## src/rtl/irq_vector_ctrl.sv

```systemverilog
module irq_vector_ctrl #(
  parameter int N_SRC     = 8,
  parameter int PC_W      = 21,
  parameter int STK_DEPTH = 32,
  parameter int LATENCY   = 2
) (
  input  logic             clk,
  input  logic             rst_n,
  input  logic [N_SRC-1:0] evt_i,
  input  logic             reg_we,
  input  logic [1:0]       reg_addr,
  input  logic [N_SRC-1:0] reg_wdata,
  output logic [N_SRC-1:0] reg_rdata,
  input  logic [PC_W-1:0]  pc_i,
  input  logic             reti_i,
  output logic             boot_o,
  output logic             take_o,
  output logic [PC_W-1:0]  vec_o,
  output logic             ret_o,
  output logic [PC_W-1:0]  ret_pc_o,
  output logic [N_SRC-1:0] pend_o
);
  localparam int AW  = (STK_DEPTH > 1) ? $clog2(STK_DEPTH) : 1;
  localparam int SPW = $clog2(STK_DEPTH + 1);
  localparam int EW  = PC_W + 1;

  logic [N_SRC-1:0]   flags, en, pri;
  logic               gie_h, gie_l, boot_q, ret_q;
  logic [LATENCY-1:0] sr_h, sr_l;
  logic [EW-1:0]      stk [STK_DEPTH];
  logic [SPW-1:0]     sp, act_hi;
  logic [PC_W-1:0]    ret_pc_q;

  wire wr_flag = reg_we && reg_addr == 2'd0;
  wire wr_en   = reg_we && reg_addr == 2'd1;
  wire wr_pri  = reg_we && reg_addr == 2'd2;
  wire wr_gie  = reg_we && reg_addr == 2'd3;

  wire full  = sp == SPW'(STK_DEPTH);
  wire empty = sp == '0;

  assign pend_o = flags & en;
  wire any_h = |(pend_o & pri);
  wire any_l = |(pend_o & ~pri);

  wire req_h  = gie_h && any_h && !full && !reti_i;
  wire req_l  = gie_l && any_l && act_hi == '0 && !full && !reti_i;
  wire fire_h = req_h && (&sr_h);
  wire fire_l = req_l && (&sr_l) && !fire_h;

  assign take_o = fire_h || fire_l;
  assign vec_o  = take_o ? (PC_W'(8) | (PC_W'(!fire_h) << 4)) : '0;
  assign boot_o = boot_q;
  assign ret_o  = ret_q;
  assign ret_pc_o = ret_pc_q;

  wire            pop     = reti_i && !empty;
  wire [AW-1:0]   top_idx = AW'(sp - SPW'(1));
  wire [EW-1:0]   top     = stk[top_idx];
  wire            top_hi  = top[PC_W];

  always_comb begin
    case (reg_addr)
      2'd0:    reg_rdata = flags;
      2'd1:    reg_rdata = en;
      2'd2:    reg_rdata = pri;
      default: reg_rdata = N_SRC'({gie_h, gie_l});
    endcase
  end

  always_ff @(posedge clk or negedge rst_n) begin
    if (!rst_n) begin
      flags <= '0;
      en    <= '0;
      pri   <= '0;
    end else begin
      flags <= (wr_flag ? (flags & reg_wdata) : flags) | evt_i;
      if (wr_en)  en  <= reg_wdata;
      if (wr_pri) pri <= reg_wdata;
    end
  end

  always_ff @(posedge clk or negedge rst_n) begin
    if (!rst_n) begin
      sr_h <= '0;
      sr_l <= '0;
    end else begin
      sr_h <= (sr_h << 1) | LATENCY'(req_h);
      sr_l <= (sr_l << 1) | LATENCY'(req_l);
    end
  end

  always_ff @(posedge clk or negedge rst_n) begin
    if (!rst_n) begin
      gie_h <= 1'b0;
      gie_l <= 1'b0;
    end else begin
      if (wr_gie) begin
        gie_h <= reg_wdata[1];
        gie_l <= reg_wdata[0];
      end
      if (fire_h) gie_h <= 1'b0;
      if (fire_l) gie_l <= 1'b0;
      if (pop) begin
        if (top_hi) gie_h <= 1'b1;
        else        gie_l <= 1'b1;
      end
    end
  end

  always_ff @(posedge clk) begin
    if (take_o) stk[sp[AW-1:0]] <= {fire_h, pc_i};
  end

  always_ff @(posedge clk or negedge rst_n) begin
    if (!rst_n) begin
      sp       <= '0;
      act_hi   <= '0;
      boot_q   <= 1'b1;
      ret_q    <= 1'b0;
      ret_pc_q <= '0;
    end else begin
      boot_q <= 1'b0;
      ret_q  <= pop;
      if (pop) ret_pc_q <= top[PC_W-1:0];
      if (take_o)   sp <= sp + SPW'(1);
      else if (pop) sp <= sp - SPW'(1);
      if (fire_h)             act_hi <= act_hi + SPW'(1);
      else if (pop && top_hi) act_hi <= act_hi - SPW'(1);
    end
  end

  a_r4_vector: assert property (@(posedge clk) disable iff (!rst_n)
    take_o |-> (vec_o == PC_W'(8) || vec_o == PC_W'(24)));
  a_r3_pending: assert property (@(posedge clk) disable iff (!rst_n)
    take_o |-> (|pend_o));
  a_r7_push: assert property (@(posedge clk) disable iff (!rst_n)
    take_o |=> sp == $past(sp) + SPW'(1));
  a_r7_low_gie_off: assert property (@(posedge clk) disable iff (!rst_n)
    (take_o && vec_o == PC_W'(24)) |=> !gie_l);
  a_r8_low_blocked: assert property (@(posedge clk) disable iff (!rst_n)
    (take_o && vec_o == PC_W'(24)) |-> act_hi == '0);
  a_r9_pop: assert property (@(posedge clk) disable iff (!rst_n)
    ret_o |-> sp == $past(sp) - SPW'(1));
  a_r10_bound: assert property (@(posedge clk) disable iff (!rst_n)
    sp <= SPW'(STK_DEPTH));
  a_r5_boot: assert property (@(posedge clk) disable iff (!rst_n)
    boot_o |-> (vec_o == '0 && !take_o));
endmodule

```

## config.mk

```make
export PLATFORM = sky130hd
export DESIGN_NAME = irq_vector_ctrl
export DESIGN_NICKNAME = d
export VERILOG_FILES = /design/src/rtl/irq_vector_ctrl.sv
export SDC_FILE = /design/constraint.sdc
export NUM_CORES = 1
export LEC_CHECK = 0
export CAP_MARGIN = 30
export CORE_UTILIZATION = 35
export CTS_CLUSTER_DIAMETER = 120
export CTS_CLUSTER_SIZE = 10
export DETAILED_ROUTE_END_ITERATION = 10
export GPL_TIMING_DRIVEN = 0
export RECOVER_POWER = 25
export SYNTH_ARGS = -nofsm -noshare
export SYNTH_HDL_FRONTEND = slang
export SYNTH_SLANG_ARGS = --single-unit
```

## constraint.sdc

```tcl
create_clock -name clk -period 5.6 [get_ports clk]
set_input_delay 1.12 -clock clk [delete_from_list [all_inputs] [get_ports clk]]
set_output_delay 1.12 -clock clk [all_outputs]
set_load 0.01 [all_outputs]
```

Word level (Yosys, flattened, before mapping)
Memories as Yosys holds them, arrays and structs flattened.
Index checks and enable logic that the tools add are counted.
Cells by class
  bitwise logic cells: 8
  reduce and logical (&&, ||, !) cells: 30
  muxes and demuxes: 17
  $add $sub $neg: 4
  equal/unequal tests: 4
Operators with widths (number)
  8-bit AND: 4
  6-bit two-way mux: 4
  8-bit one-hot mux with 3 select lines: 1
  1-bit logical AND: 16
  8-bit OR reduction: 2
  6-bit by 1-bit adder with 6-bit output, second input constant: 2
  6-bit zero test: 2
  6-bit by 1-bit subtractor with 6-bit output, second input constant: 2
  1-bit two-way mux: 10
  8-bit two-way mux: 1
  8-bit NOT: 1
  8-bit bitwise OR: 1
  6-bit equality test, second input constant: 1
  5-bit two-way mux: 1
  2-bit equality test, second input constant: 2
  1-bit zero test: 4
  2-bit by 1-bit bitwise OR with 2-bit output: 2
  2-bit AND reduction: 2
  2-bit nonzero test: 2
  2-bit by 1-bit equality test with 1-bit output, second input constant: 1
  2-bit zero test: 1
  1-bit logical OR: 1
Word-level totals
  bits in writable memories: 704
  memories kept: 1
  output and inout bits: 61
  bits in registers: 65
  logic and storage cells: 76
Memory list
  stk: depth 32, width 22, rd ports 1, clocked after memory_dff 0, write ports 1, RTL line 30  | logic [EW-1:0] stk [STK_DEPTH];

Depth between registers and ports, before layout
  depth in word-level cells: 12
  depth in mapped cells: 16
  gate-level depth less buffers: 12

Worst setup path after synthesis
OpenSTA, ideal clock, no wires.
  path kind: register to register
  start point: reg sp[0]
  end point: mem stk[17][0] (netlist name) (enable)
  stages on the path, launching flop included: 14
  period minus slack after synthesis: 4312 ps
  path buffers: 5
  data required time: 5171 ps
  arrival time: 3883 ps
  setup slack: 1288 ps
  cells stage by stage: dfrtp_1 > buf_6 > buf_12 > buf_12 > buf_12 > inv_1 > ha_1 > nor4b_4 > a211oi_2 > o311ai_4 > nand2_2 > buf_6 > nand2_4 > nor3_1
On the way
  word-level cells in the longest chain between the ends: 10
Ends and longest elaborated chain
  start, declared: RTL line 31  | logic [SPW-1:0] sp, act_hi;
  start signal, assigned: RTL line 126  | if (take_o) sp <= sp + SPW'(1);
  start signal, assigned: RTL line 127  | else if (pop) sp <= sp - SPW'(1);
  6-bit equality test *: RTL line 39  | wire full = sp == SPW'(STK_DEPTH);
  1-bit zero test *: RTL line 46, 47
  1-bit logical AND (2 in series): RTL line 46  | wire req_h = gie_h && any_h && !full && !reti_i;
  1-bit logical AND: RTL line 48  | wire fire_h = req_h && (&sr_h);
  1-bit zero test: RTL line 49  | wire fire_l = req_l && (&sr_l) && !fire_h;
  1-bit logical AND: RTL line 49
  1-bit logical OR *: RTL line 51  | assign take_o = fire_h || fire_l;
  named net take_o: RTL line 17  | output logic take_o,
  1-bit two-way mux *: RTL line 112  | if (take_o) stk[sp[AW-1:0]] <= {fire_h, pc_i};
  1-bit two-way mux (not written as such) *: RTL line 112
  end, declared: RTL line 30
Mark *: on every way through the listed nets, which the timed path passes. The rest lies on a longest branch.

Worst setup path in the final report
  start point: reg sp[0]
  end point: out vec_o[3]
On the way
  word-level cells in the longest chain between the ends: 9
Ends and longest elaborated chain
  6-bit equality test *: RTL line 39
  1-bit zero test *: RTL line 46, 47
  1-bit logical AND (2 in series): RTL line 46
  1-bit logical AND: RTL line 48
  1-bit zero test: RTL line 49
  1-bit logical AND: RTL line 49
  1-bit logical OR *: RTL line 51
  5-bit two-way mux *: RTL line 52  | assign vec_o = take_o ? (PC_W'(8) | (PC_W'(!fire_h) << 4)) : '0;
  end, declared: RTL line 18  | output logic [PC_W-1:0] vec_o,
Every way passes the cells marked *; elsewhere a longest branch is shown, timed or not.

==> metrics.yaml <==
violations: "max-capacitance violations, max-slew violations"
routed_wirelength_um: 72100
dp_hpwl_um: 45600
yosys_most_used_dff: "edfxtp_1"
critical_path_arrival_ps: 4080
rsz0062_at_grt: "no"
syn-cell-area_um2: 30900
wire_per_inst_um: 25.6
pin_count: 104
skew_ps: 47.5
relSlewSlack_pct: -156
cts_num_sinks: 769
period_needed_ps: 5200
p_switching_mw: 6.05
drt_iter0_markers: 1259
fin_ws_ps: 404
cts_buffer_depth: 3
start_kind: "flip-flop"
antenna_left: 0
place_congestion: 0.899
clk_latency_ps: 640
crit_fanout: 11
die_area_um2: 89400
crit_required_ps: 4480
crit_path_cell_trace: "buf_6 -> buf_12 -> buf_12 -> buf_12 -> inv_1 -> ha_1 -> nor4b_4 -> a2111oi_4 -> o311ai_1 -> nand2_2 -> buf_6 -> buf_4 -> clkdlybuf4s50_1"
synth-seq-area-share_pct: 73.7
yosysUniqueCellTypes: 68
hold_viol_final: 0
synth_warnings: 0
status: "complete, but fails checks"
tns_ps: 0
worstMarginPinSlew_ps: 3850
root_buffer: "clkbuf_16"
placed_area_um2: 34000
final_area_um2: 36600
port-buffer-count: 84
power.leakage_nw: 12.1
p_int_mw: 12.5
swShare_pct: 32.6
syn2layout_area_growth_pct: 18.6
grt_max_degree: 66
cp_slowest_cell: "clkdlybuf4s50_1"
ys_ff_latch: 769
drc: 0
via_count: 14700
fillers: 7512
grtUsageTotal_pct: 16.2
rows: 108
grt_pass1_wl_um: 104000
nNetsFinal: 1658
antenna_found_initial: 2
crit_path_end_kind: "output pin"
cpMostUsedCell: "buf_12"
avgViaCountPerCell: 5.21
overflow: 0
synth_cells: 1370
comb_power_share_pct: 36.7
power.density_nw_per_um2: 507
slowest_delay_ps: 510
slew_violations: 64
clkPwrFrac_pct: 27.6
cts_tree: "done"
coreArea_um2: 87000
die_w_um: 299
worstSetupPathType: "flip-flop to output pin"
synth_edf_count: 704
grt_pass1_vias: 15100
setup_viol: 0
post_route_cells_drive_above_1_share_pct: 21.8
htreeDepth: 3
die_h_um: 299
drv_cap: 1
numCtsBuffers: 87
drt_first_pass_iters: 5
fin_crit_sh_pct: 92.8
diodes: 0
fmax_ghz: 0.192
preCtsSetupSlack_ps: 516
async_reset_ff_share_pct: 8.45
syn-mean-instance-area_um2: 22.5
hold_class: "input port to async pin"
p_seq_share_pct: 35.7
ir_drop_mv: 0.275
clk_pin_slew_ps: 60
initial_core_util_pct: 35.5
[what timing repair did]
| action | 4_1_cts | 5_1_grt |
|---|---|---|
| setup endpoints to repair | 1 | 0 |
| hold buffers | 0 | 0 |
| gates resized for setup | 1 | 0 |
| setup buffers | 1 | 0 |
[registers in the layout, summed over array words and instances, names as in the netlist]
signal and cells:
sp 6, flags 8, act_hi 6, pri 8
sr_l 2, en 8, gie_l 1, gie_h 1
stk 704, sr_h 2, boot_o 1, ret_o 1
ret_pc_o 21
[power groups by stage]
stage	Clock, mW	Combinational [mW]	Sequential (mW)
after global routing	5.46	7.13	6.65
final	5.13	6.82	6.62
after CTS	5.24	6.86	6.62
after floorplan	0	4.28	6.73
after global placement	0	6.65	6.73
after detailed placement	0	6.84	6.74
[path summary, 6_finish.rpt]
kind	from	end	slack, ps	depth (start not counted)
min in group clk	sr_h[0]$_DFF_PN0_	sr_h[1]$_DFF_PN0_	380	0
setup reg to reg	sp[0]$_DFFE_PN0P_	ret_pc_o[0]$_DFFE_PN0P_	700	14
hold / removal	rst_n	ret_pc_o[14]$_DFFE_PN0P_	300	1
hold reg to reg	sr_h[0]$_DFF_PN0_	sr_h[1]$_DFF_PN0_	380	0
setup / recovery	sp[0]$_DFFE_PN0P_	vec_o[3]	400	13
max in group asynchronous	rst_n	pri[2]$_DFFE_PN0P_	1410	2
[per-stage QoR]
step	std cells	hold slack, ps	util, %	power (mW)
detailed placement	2659	372	39.1	13.6
floorplan	1389	348	-	11.0
finish	2817	297	42.1	18.6
CTS	2806	385	42.1	18.7
global placement	2628	358	38.2	13.4
global route	2817	273	42.1	19.2
[critical path: cells and delay by family (launching register included)]
family	cells	cell delay, ps
compound gates	2	760
fa+ha+maj	1	310
buf+inv	8	1560
flops	1	400
simple gates	2	410
[area by class of cell]
cell class / instances / area, um^2 / area share [%]
clock buffer: 139 / 2410 / 6.59
sequential: 769 / 22800 / 62.2
inverter: 12 / 48.8 / 0.133
multi-input combinational: 522 / 7720 / 21.1
buffer: 86 / 657 / 1.79
tap: 1155 / 1450 / 3.95
timing repair buffer: 127 / 1440 / 3.92
clock inverter: 6 / 136 / 0.372
timing repair inverter: 1 / 5.00 / 0.0137
[synthesized netlist by cell type, drive strengths merged (4+ instances only)]
cell type,instances,area [um^2]
dfrtp,64,1600
and2,5,31.3
nand3b,7,52.6
a21oi,8,40.0
mux2,20,225
buf,58,552
nand2b,10,62.6
ha,8,100
xor2,4,35.0
mux4,220,5370
nand3,9,45.0
and3,4,25.0
nor4,6,71.3
nor3,5,30.0
inv,12,45.0
edfxtp,704,21100
o21ai,40,200
xnor2,6,52.6
nand2,46,203
clkbuf,28,105
mux2i,30,300
nor2,31,116
[per-layer routing]
metal | share of wire [%] | wire (um) | up-vias | GRT usage [%]
met4 | 2.3 | 1640 | 0 | 4.34
met3 | 7.5 | 5410 | 99 | 4.23
met5 | 0 | 0 | - | 0
met1 | 43 | 31200 | 7757 | 22.2
met2 | 47 | 33900 | 559 | 25.7
li1 | - | - | 6275 | -
[logic make-up after synthesis]
family                   Yosys count  synth area share (%)
flip-flops                       769                  73.7
multiplexers                     270                  19.1
AND/OR/NAND/NOR                  137                  2.47
buffers and inverters             98                  2.27
AO/OA/AOI/OAI                     76                  1.77
XOR/XNOR                          10                 0.284
adder cells (fa/ha/maj)            9                 0.389
other                              1                0.0121
[cell usage in the layout, fill, tap and decap left out, types with 4 or more instances in the layout]
master / count
edfxtp_1: 704
mux4_2: 110
mux4_1: 110
clkbuf_1: 90
clkbuf_16: 89
clkdlybuf4s50_1: 72
dfrtp_1: 64
nand2_1: 40
mux2i_1: 30
buf_4: 27
nor2_4: 24
o21ai_1: 22
buf_6: 21
conb_1: 20
o21ai_0: 18
mux2_2: 17
buf_8: 13
buf_12: 12
dlygate4sd3_1: 11
inv_1: 10
nand2b_1: 10
nand3_1: 9
ha_1: 8
nand3b_1: 7
a21oi_1: 7
nor2_1: 7
buf_16: 7
buf_2: 6
xnor2_1: 6
xor2_1: 4
buf_1: 4
nor4_4: 4
clkinv_16: 4
Power figures use the tool's default switching activity.
